==> src/rtl/dma_pkg.sv <==
package dma_pkg;

    typedef enum logic [1:0] {
        ST_IDLE = 2'd0,
        ST_RD   = 2'd1,
        ST_WR   = 2'd2
    } bus_st_e;

    // control register layout, bit 5 down to bit 0
    typedef struct packed {
        logic ddir;
        logic sdir;
        logic en;
        logic pend;
        logic rep;
        logic unit8;
    } ctrl_t;

    localparam int unsigned A_CTRL = 0;
    localparam int unsigned A_SEL  = 1;
    localparam int unsigned A_SRC  = 2;
    localparam int unsigned A_DST  = 3;
    localparam int unsigned A_CNT  = 4;

    localparam int unsigned SEL_BANK_BIT = 6;
    localparam int unsigned SEL_SW_BIT   = 7;

endpackage

==> src/rtl/dma_req_sel.sv <==
module dma_req_sel #(
    parameter int NSRC = 16,
    localparam int SELW = $clog2(NSRC)
) (
    input  logic [NSRC-1:0] req_basic,
    input  logic [NSRC-1:0] req_ext,
    input  logic [SELW-1:0] code,
    input  logic            bank,
    input  logic            enable,
    input  logic            sw_fire,
    output logic            hit
);
    logic hw_hit;

    always_comb begin
        hw_hit = bank ? req_ext[code] : req_basic[code];
        hit    = enable && (hw_hit || sw_fire);
    end
endmodule

==> src/rtl/dma_step.sv <==
module dma_step #(
    parameter int AW = 16
) (
    input  logic [AW-1:0] addr_cur,
    input  logic          inc,
    input  logic          unit8,
    output logic [AW-1:0] addr_nx
);
    logic [AW-1:0] stride;

    always_comb begin
        stride  = unit8 ? AW'(1) : AW'(2);
        addr_nx = inc ? addr_cur + stride : addr_cur;
    end
endmodule

==> src/rtl/dma_bus_fsm.sv <==
module dma_bus_fsm
    import dma_pkg::*;
#(
    parameter int AW = 16,
    parameter int DW = 16
) (
    input  logic          clk,
    input  logic          rst_n,
    input  logic          go,
    input  logic          unit8,
    input  logic [AW-1:0] src_addr,
    input  logic [AW-1:0] dst_addr,
    output logic          bus_req,
    output logic          bus_we,
    output logic          bus_byte,
    output logic [AW-1:0] bus_addr,
    output logic [DW-1:0] bus_wdata,
    input  logic [DW-1:0] bus_rdata,
    input  logic          bus_ack,
    output logic          take,
    output logic          unit_done
);
    typedef struct packed {
        bus_st_e       st;
        logic [DW-1:0] data;
    } fsm_s;

    fsm_s q, d;

    always_comb begin
        d         = q;
        take      = 1'b0;
        unit_done = 1'b0;
        bus_req   = 1'b0;
        bus_we    = 1'b0;
        bus_byte  = unit8;
        bus_addr  = src_addr;
        bus_wdata = q.data;
        case (q.st)
            ST_IDLE: begin
                if (go) begin
                    take = 1'b1;
                    d.st = ST_RD;
                end
            end
            ST_RD: begin
                bus_req = 1'b1;
                if (bus_ack) begin
                    d.data = unit8 ? {{(DW-8){1'b0}}, bus_rdata[7:0]} : bus_rdata;
                    d.st   = ST_WR;
                end
            end
            ST_WR: begin
                bus_req  = 1'b1;
                bus_we   = 1'b1;
                bus_addr = dst_addr;
                if (bus_ack) begin
                    unit_done = 1'b1;
                    d.st      = ST_IDLE;
                end
            end
            default: d.st = ST_IDLE;
        endcase
    end

    always_ff @(posedge clk or negedge rst_n) begin
        if (!rst_n) begin
            q.st   <= ST_IDLE;
            q.data <= '0;
        end else begin
            q <= d;
        end
    end

    // an acknowledged read is always followed by the write phase
    a_r6_read_then_write: assert property (@(posedge clk) disable iff (!rst_n)
        (bus_req && !bus_we && bus_ack) |=> (bus_req && bus_we));

    // a new unit is only taken while the bus is quiet
    a_r6_take_when_idle: assert property (@(posedge clk) disable iff (!rst_n)
        take |-> !bus_req);
endmodule

==> src/rtl/dma_channel.sv <==
module dma_channel
    import dma_pkg::*;
#(
    parameter int AW   = 16,
    parameter int DW   = 16,
    parameter int CW   = 16,
    parameter int NSRC = 16,
    parameter int RAW  = 3,
    localparam int SELW = $clog2(NSRC)
) (
    input  logic            clk,
    input  logic            rst_n,
    input  logic            reg_wr,
    input  logic [RAW-1:0]  reg_addr,
    input  logic [AW-1:0]   reg_wdata,
    output logic [AW-1:0]   reg_rdata,
    input  logic [NSRC-1:0] req_basic,
    input  logic [NSRC-1:0] req_ext,
    output logic            bus_req,
    output logic            bus_we,
    output logic            bus_byte,
    output logic [AW-1:0]   bus_addr,
    output logic [DW-1:0]   bus_wdata,
    input  logic [DW-1:0]   bus_rdata,
    input  logic            bus_ack,
    output logic            done
);
    typedef struct packed {
        ctrl_t           ctrl;
        logic [SELW-1:0] code;
        logic            bank;
        logic [AW-1:0]   src;
        logic [AW-1:0]   dst;
        logic [AW-1:0]   src_rl;
        logic [AW-1:0]   dst_rl;
        logic [CW-1:0]   cnt;
        logic [CW-1:0]   cnt_rl;
        logic            done;
    } regs_s;

    regs_s q, d;

    logic          wr_ctrl, wr_sel, wr_src, wr_dst, wr_cnt;
    logic          sw_fire, hit, take, unit_done, last_unit;
    logic [AW-1:0] ptr_cur [2];
    logic [AW-1:0] ptr_nx  [2];
    logic          ptr_inc [2];

    always_comb begin
        wr_ctrl = reg_wr && (reg_addr == RAW'(A_CTRL));
        wr_sel  = reg_wr && (reg_addr == RAW'(A_SEL));
        wr_src  = reg_wr && (reg_addr == RAW'(A_SRC));
        wr_dst  = reg_wr && (reg_addr == RAW'(A_DST));
        wr_cnt  = reg_wr && (reg_addr == RAW'(A_CNT));
        sw_fire = wr_sel && reg_wdata[SEL_SW_BIT] && !reg_wdata[SEL_BANK_BIT]
                  && (reg_wdata[3:0] == 4'b0001);
        last_unit  = (q.cnt == CW'(1));
        ptr_cur[0] = q.src;
        ptr_cur[1] = q.dst;
        ptr_inc[0] = q.ctrl.sdir;
        ptr_inc[1] = q.ctrl.ddir && !q.ctrl.sdir;
    end

    dma_req_sel #(.NSRC(NSRC)) u_req_sel (
        .req_basic (req_basic),
        .req_ext   (req_ext),
        .code      (q.code),
        .bank      (q.bank),
        .enable    (q.ctrl.en),
        .sw_fire   (sw_fire),
        .hit       (hit)
    );

    for (genvar g = 0; g < 2; g++) begin : g_ptr
        dma_step #(.AW(AW)) u_step (
            .addr_cur (ptr_cur[g]),
            .inc      (ptr_inc[g]),
            .unit8    (q.ctrl.unit8),
            .addr_nx  (ptr_nx[g])
        );
    end

    dma_bus_fsm #(.AW(AW), .DW(DW)) u_fsm (
        .clk       (clk),
        .rst_n     (rst_n),
        .go        (q.ctrl.en && q.ctrl.pend),
        .unit8     (q.ctrl.unit8),
        .src_addr  (q.src),
        .dst_addr  (q.dst),
        .bus_req   (bus_req),
        .bus_we    (bus_we),
        .bus_byte  (bus_byte),
        .bus_addr  (bus_addr),
        .bus_wdata (bus_wdata),
        .bus_rdata (bus_rdata),
        .bus_ack   (bus_ack),
        .take      (take),
        .unit_done (unit_done)
    );

    always_comb begin
        d      = q;
        d.done = 1'b0;

        // unit completion: advance, count down, maybe reload
        if (unit_done) begin
            d.src = ptr_nx[0];
            d.dst = ptr_nx[1];
            d.cnt = q.cnt - CW'(1);
            if (last_unit) begin
                d.done = 1'b1;
                if (q.ctrl.rep) begin
                    d.src = q.src_rl;
                    d.dst = q.dst_rl;
                    d.cnt = q.cnt_rl;
                end
            end
        end

        // CPU writes win over engine updates
        if (wr_ctrl) begin
            d.ctrl.unit8 = reg_wdata[0];
            d.ctrl.rep   = reg_wdata[1];
            d.ctrl.en    = reg_wdata[3];
            d.ctrl.sdir  = reg_wdata[4];
            d.ctrl.ddir  = reg_wdata[5];
            if (!reg_wdata[2]) d.ctrl.pend = 1'b0;
        end
        if (wr_sel) begin
            d.code = reg_wdata[SELW-1:0];
            d.bank = reg_wdata[SEL_BANK_BIT];
        end
        if (wr_src) begin
            d.src    = reg_wdata;
            d.src_rl = reg_wdata;
        end
        if (wr_dst) begin
            d.dst    = reg_wdata;
            d.dst_rl = reg_wdata;
        end
        if (wr_cnt) begin
            d.cnt    = reg_wdata[CW-1:0];
            d.cnt_rl = reg_wdata[CW-1:0];
        end

        // hardware overrides
        if (unit_done && last_unit && !q.ctrl.rep) d.ctrl.en = 1'b0;
        if (take) d.ctrl.pend = 1'b0;
        if (hit)  d.ctrl.pend = 1'b1;
    end

    always_ff @(posedge clk or negedge rst_n) begin
        if (!rst_n) begin
            q <= '0;
        end else begin
            q <= d;
        end
    end

    always_comb begin
        reg_rdata = '0;
        case (reg_addr)
            RAW'(A_CTRL): reg_rdata[5:0] = q.ctrl;
            RAW'(A_SEL): begin
                reg_rdata[SELW-1:0]     = q.code;
                reg_rdata[SEL_BANK_BIT] = q.bank;
            end
            RAW'(A_SRC): reg_rdata = q.src;
            RAW'(A_DST): reg_rdata = q.dst;
            RAW'(A_CNT): reg_rdata[CW-1:0] = q.cnt;
            default:     reg_rdata = '0;
        endcase
        done = q.done;
    end

    // a taken request leaves no pending flag unless a new one arrived
    a_r3_take_clears: assert property (@(posedge clk) disable iff (!rst_n)
        (take && !hit) |=> !q.ctrl.pend);

    // a disabled channel never picks up a pending request
    a_r4_disabled_stays_clear: assert property (@(posedge clk) disable iff (!rst_n)
        (!q.ctrl.en && !q.ctrl.pend) |=> !q.ctrl.pend);

    // the write phase addresses the working destination
    a_r6_write_addr: assert property (@(posedge clk) disable iff (!rst_n)
        (bus_req && bus_we) |-> (bus_addr == q.dst));

    // a fixed source does not move after a non-final unit
    a_r7_src_fixed: assert property (@(posedge clk) disable iff (!rst_n)
        (unit_done && !q.ctrl.sdir && !wr_src && !last_unit) |=> (q.src == $past(q.src)));

    // after a done pulse a single-mode channel is switched off
    a_r8_single_stops: assert property (@(posedge clk) disable iff (!rst_n)
        done |-> (q.ctrl.rep || !q.ctrl.en));

    // done lasts one cycle unless another unit finished
    a_r8_done_pulse: assert property (@(posedge clk) disable iff (!rst_n)
        (done && !unit_done) |=> !done);
endmodule

==> config.mk <==
export PLATFORM = sky130hd
export DESIGN_NAME = dma_channel
export DESIGN_NICKNAME = d
export VERILOG_FILES = /design/src/rtl/dma_pkg.sv /design/src/rtl/dma_req_sel.sv /design/src/rtl/dma_step.sv /design/src/rtl/dma_bus_fsm.sv /design/src/rtl/dma_channel.sv
export SDC_FILE = /design/constraint.sdc
export NUM_CORES = 1
export LEC_CHECK = 0
export ABC_AREA = 1
export BUFFER_PORTS_ARGS = -buffer_cell sky130_fd_sc_hd__buf_2
export CAP_MARGIN = 5
export CORE_MARGIN = 3
export CORE_UTILIZATION = 30
export CTS_BUF_LIST = sky130_fd_sc_hd__clkbuf_4 sky130_fd_sc_hd__clkbuf_8
export DETAILED_ROUTE_END_ITERATION = 16
export PLACE_DENSITY_LB_ADDON = 0.2
export SLEW_MARGIN = 0
export SYNTH_ARGS = -nofsm -noshare
export SYNTH_HDL_FRONTEND = slang
export SYNTH_SLANG_ARGS = --single-unit
==> constraint.sdc <==
create_clock -name clk -period 2.3 [get_ports clk]
set_input_delay 0 -clock clk [delete_from_list [all_inputs] [get_ports clk]]
set_output_delay 0 -clock clk [all_outputs]
set_load 0.02 [all_outputs]
==> impl_metrics.yaml <==
run_status:
  status: "finished, final reports clean"
place:
  io_buffer_count: 122
  place_congestion: 0.865
  hpwl_mm: 19.6
  pre_cts_slack_ns: 0.128
  place_inst: 1529
worst_setup_path:
  cp-end-kind: "flip-flop"
  max_stage_delay_ns: 0.44
  crit_type: "flip-flop to flip-flop"
  worstPathCellList: "clkinv_1 -> ha_1 -> nand2_1 -> a21oi_1 -> inv_1 -> nor3_2 -> nand2_1 -> nand2_1 -> nand3_1 -> nand3_1 -> nand2_1"
  path_delay_family: "simple AND/OR/NAND/NOR gates"
  cp-start-kind: "flip-flop"
  crit_top_cell: "nand2_1"
  cp_max_fo: 5
  cp_slowest_cell: "dfrtp_1"
  crit_required_ns: 2.64
  critPathArrivalTime_ns: 2.47
  crit_buf_inv: 2
detailed_routing:
  drt_iter0_markers: 578
  antenna_left: 0
  drc: 0
  wl_mm: 26.9
  dr.pass1.iters: 5
  num_vias: 7940
  avgViaCountPerCell: 4.98
  wl_per_cell_um: 16.9
clocking:
  cts_setup_buffers: 0
  cts_tree: "yes"
  path_clk_slew_ns: 0.07
  cts_htree_levels: 4
  cts_made_buffers: 17
  cts.path.max_buffers: 2
  cts_root_buf: "clkbuf_8"
  clock_latency_ns: 0.46
  clkSinkCount: 126
final_layout:
  finalNonFillerCells: 1595
  area_growth_pct: 20.1
  antenna_cells: 0
  nNetsFinal: 1335
  final_cell_mix: "nand2_1 (300), nand3_1 (165), inv_1 (142)"
  drive_gt1_share_pct: 17.3
  layout_commonest_cell: "nand2_1"
  final_util_pct: 37.2
synthesis:
  synthTopCellsByArea: "dfrtp_1 (40%), nand2_1 (14%), nand3_1 (10%)"
  synth_area_leader_cell: "dfrtp_1"
  synth_seq_cells: 126
  synth_edf_count: 0
  synth_compound_area_share_pct: 13.5
  syn_avg_cell_area_um2: 7.11
  synth_ff_type: "dfrtp_1"
  synth_top_area_share_pct: 39.7
  syn_area_um2: 7940
  synth_top_family_by_area: "simple AND/OR/NAND/NOR gates"
  syn_nets: 1199
  synthAdderAreaFrac_pct: 1.92
  synthMuxAreaShare_pct: 1.13
  postSynthCellCount: 1117
  ys_seq_area_share_pct: 39.7
  synthDistinctLibCells: 38
  synth-xor-area-share_pct: 0.662
  yosys_warnings: 0
  yosys.area_share.simple_pct: 31.5
  async_flop_share_pct: 100
floorplan:
  core-area_um2: 25600
  io_pins: 123
  initial_core_util_pct: 31.0
  die_x_um: 169
  die_y_um: 169
  rows: 58
  die-area_um2: 28500
grt:
  antenna_found_initial: 0
  grt_pass1_vias: 7518
  gr-total-overflow: 0
  track_usage_pct: 19.0
  grt_max_degree: 55
  grt_first_pass_wirelength_mm: 42.7
job:
  drv_cap: 0
timing:
  setup_viol: 0
  slew_headroom_pct: 52.2
  fin_setup_tns_ns: 0
  worst_pin_slew_ns: 0.716
  fmax_ghz: 0.471
  min_period_over_period_pct: 92.3
  hold_viol: 0
  setup_slack_ns: 0.177
  fin_crit_ns: 2.12
  fin_skew_ns: 0.0102
  drv_slew: 0
power:
  power.density_nw_per_um2: 1070
  irDropWorstVdd_mv: 0.494
  fin_total_pwr_uw: 10200
  leakagePower_uw: 0.00475
hold_path:
  hold_class: "input port to flip-flop"
## flip-flops by register name (all words and copies together), names as in the netlist
name,cells
u_fsm.bus_wdata,16
ptr_inc,1
u_fsm.q,2
ptr_cur,32
done,1
q,74
## worst paths after layout
path,start,end,slack (ns),cells after the start
worst min register to register,q[63],q[63],0.47,2
worst max register to register,q[102],ptr_cur[13],0.18,11
max in group asynchronous,rst_n,q[10],1.53,3
worst max-delay path,q[102],ptr_cur[13],0.18,11
worst min-delay path,reg_addr[1],q[100],0.05,4
min in group asynchronous,rst_n,q[43],0.07,2
## through the flow
step | cell area, um^2 | hold WS (ns)
3_5_place_dp | 8800 | 0.0218
6_report | 9540 | 0.0501
4_1_cts | 9530 | 0.0380
3_3_place_gp | 8800 | 0.0265
5_1_grt | 9540 | 0.0827
2_1_floorplan | 7940 | -0.296
## area by class of cell
type	count	area, um^2
clock buffers	23	292
inverters	152	571
repair buffers	179	1140
well taps	330	413
clock inverters	8	90.1
fillers	2758	16100
multi-input cells	777	3880
flip-flops and latches	126	3150
## worst min-delay path: cells and delay by family
kind	cells	cell delay (ns)
simple gates	2	0.24
compound gates	1	0.09
buf+inv	1	0.13
## layer usage
metal  track usage, %  share of wire (%)  vias to the layer above
li1                 -                  -                     3898
met1             28.7                 49                     3739
met2             28.6                 43                      276
met3             3.25                6.4                       27
met4             4.02                1.1                        0
met5                0                  0                        -
## logic make-up after synthesis
group	count (synthesis)
AND/OR/NAND/NOR	554
AO/OA/AOI/OAI	198
buffers and inverters	214
flip-flops	126
XOR/XNOR	6
multiplexers	8
adder cells (fa/ha/maj)	11
## power by group
part | total [uW] | switching, uW | internal [uW]
Clock | 1980 | 930 | 1050
Combinational | 4440 | 2890 | 1540
Sequential | 3800 | 811 | 2990
Total | 10200 | 4630 | 5580
## timing repair
action | in CTS | in global routing
setup endpoints to repair | 0 | 2
hold buffers | 35 | 0
endpoints found under the hold margin | 201 | 0
resized for setup | 0 | 2
## synthesized netlist by cell type, drive strengths merged (5+ instances only)
library cell	number
xor2	5
o211ai	6
nand3	165
mux2	8
nor3	11
nor2	52
o221ai	10
o21ai	154
ha	9
nand4	12
nand2	310
dfrtp	126
buf	44
clkbuf	18
o22ai	6
a21oi	17
inv	150
Power figures use the tool's default switching activity.
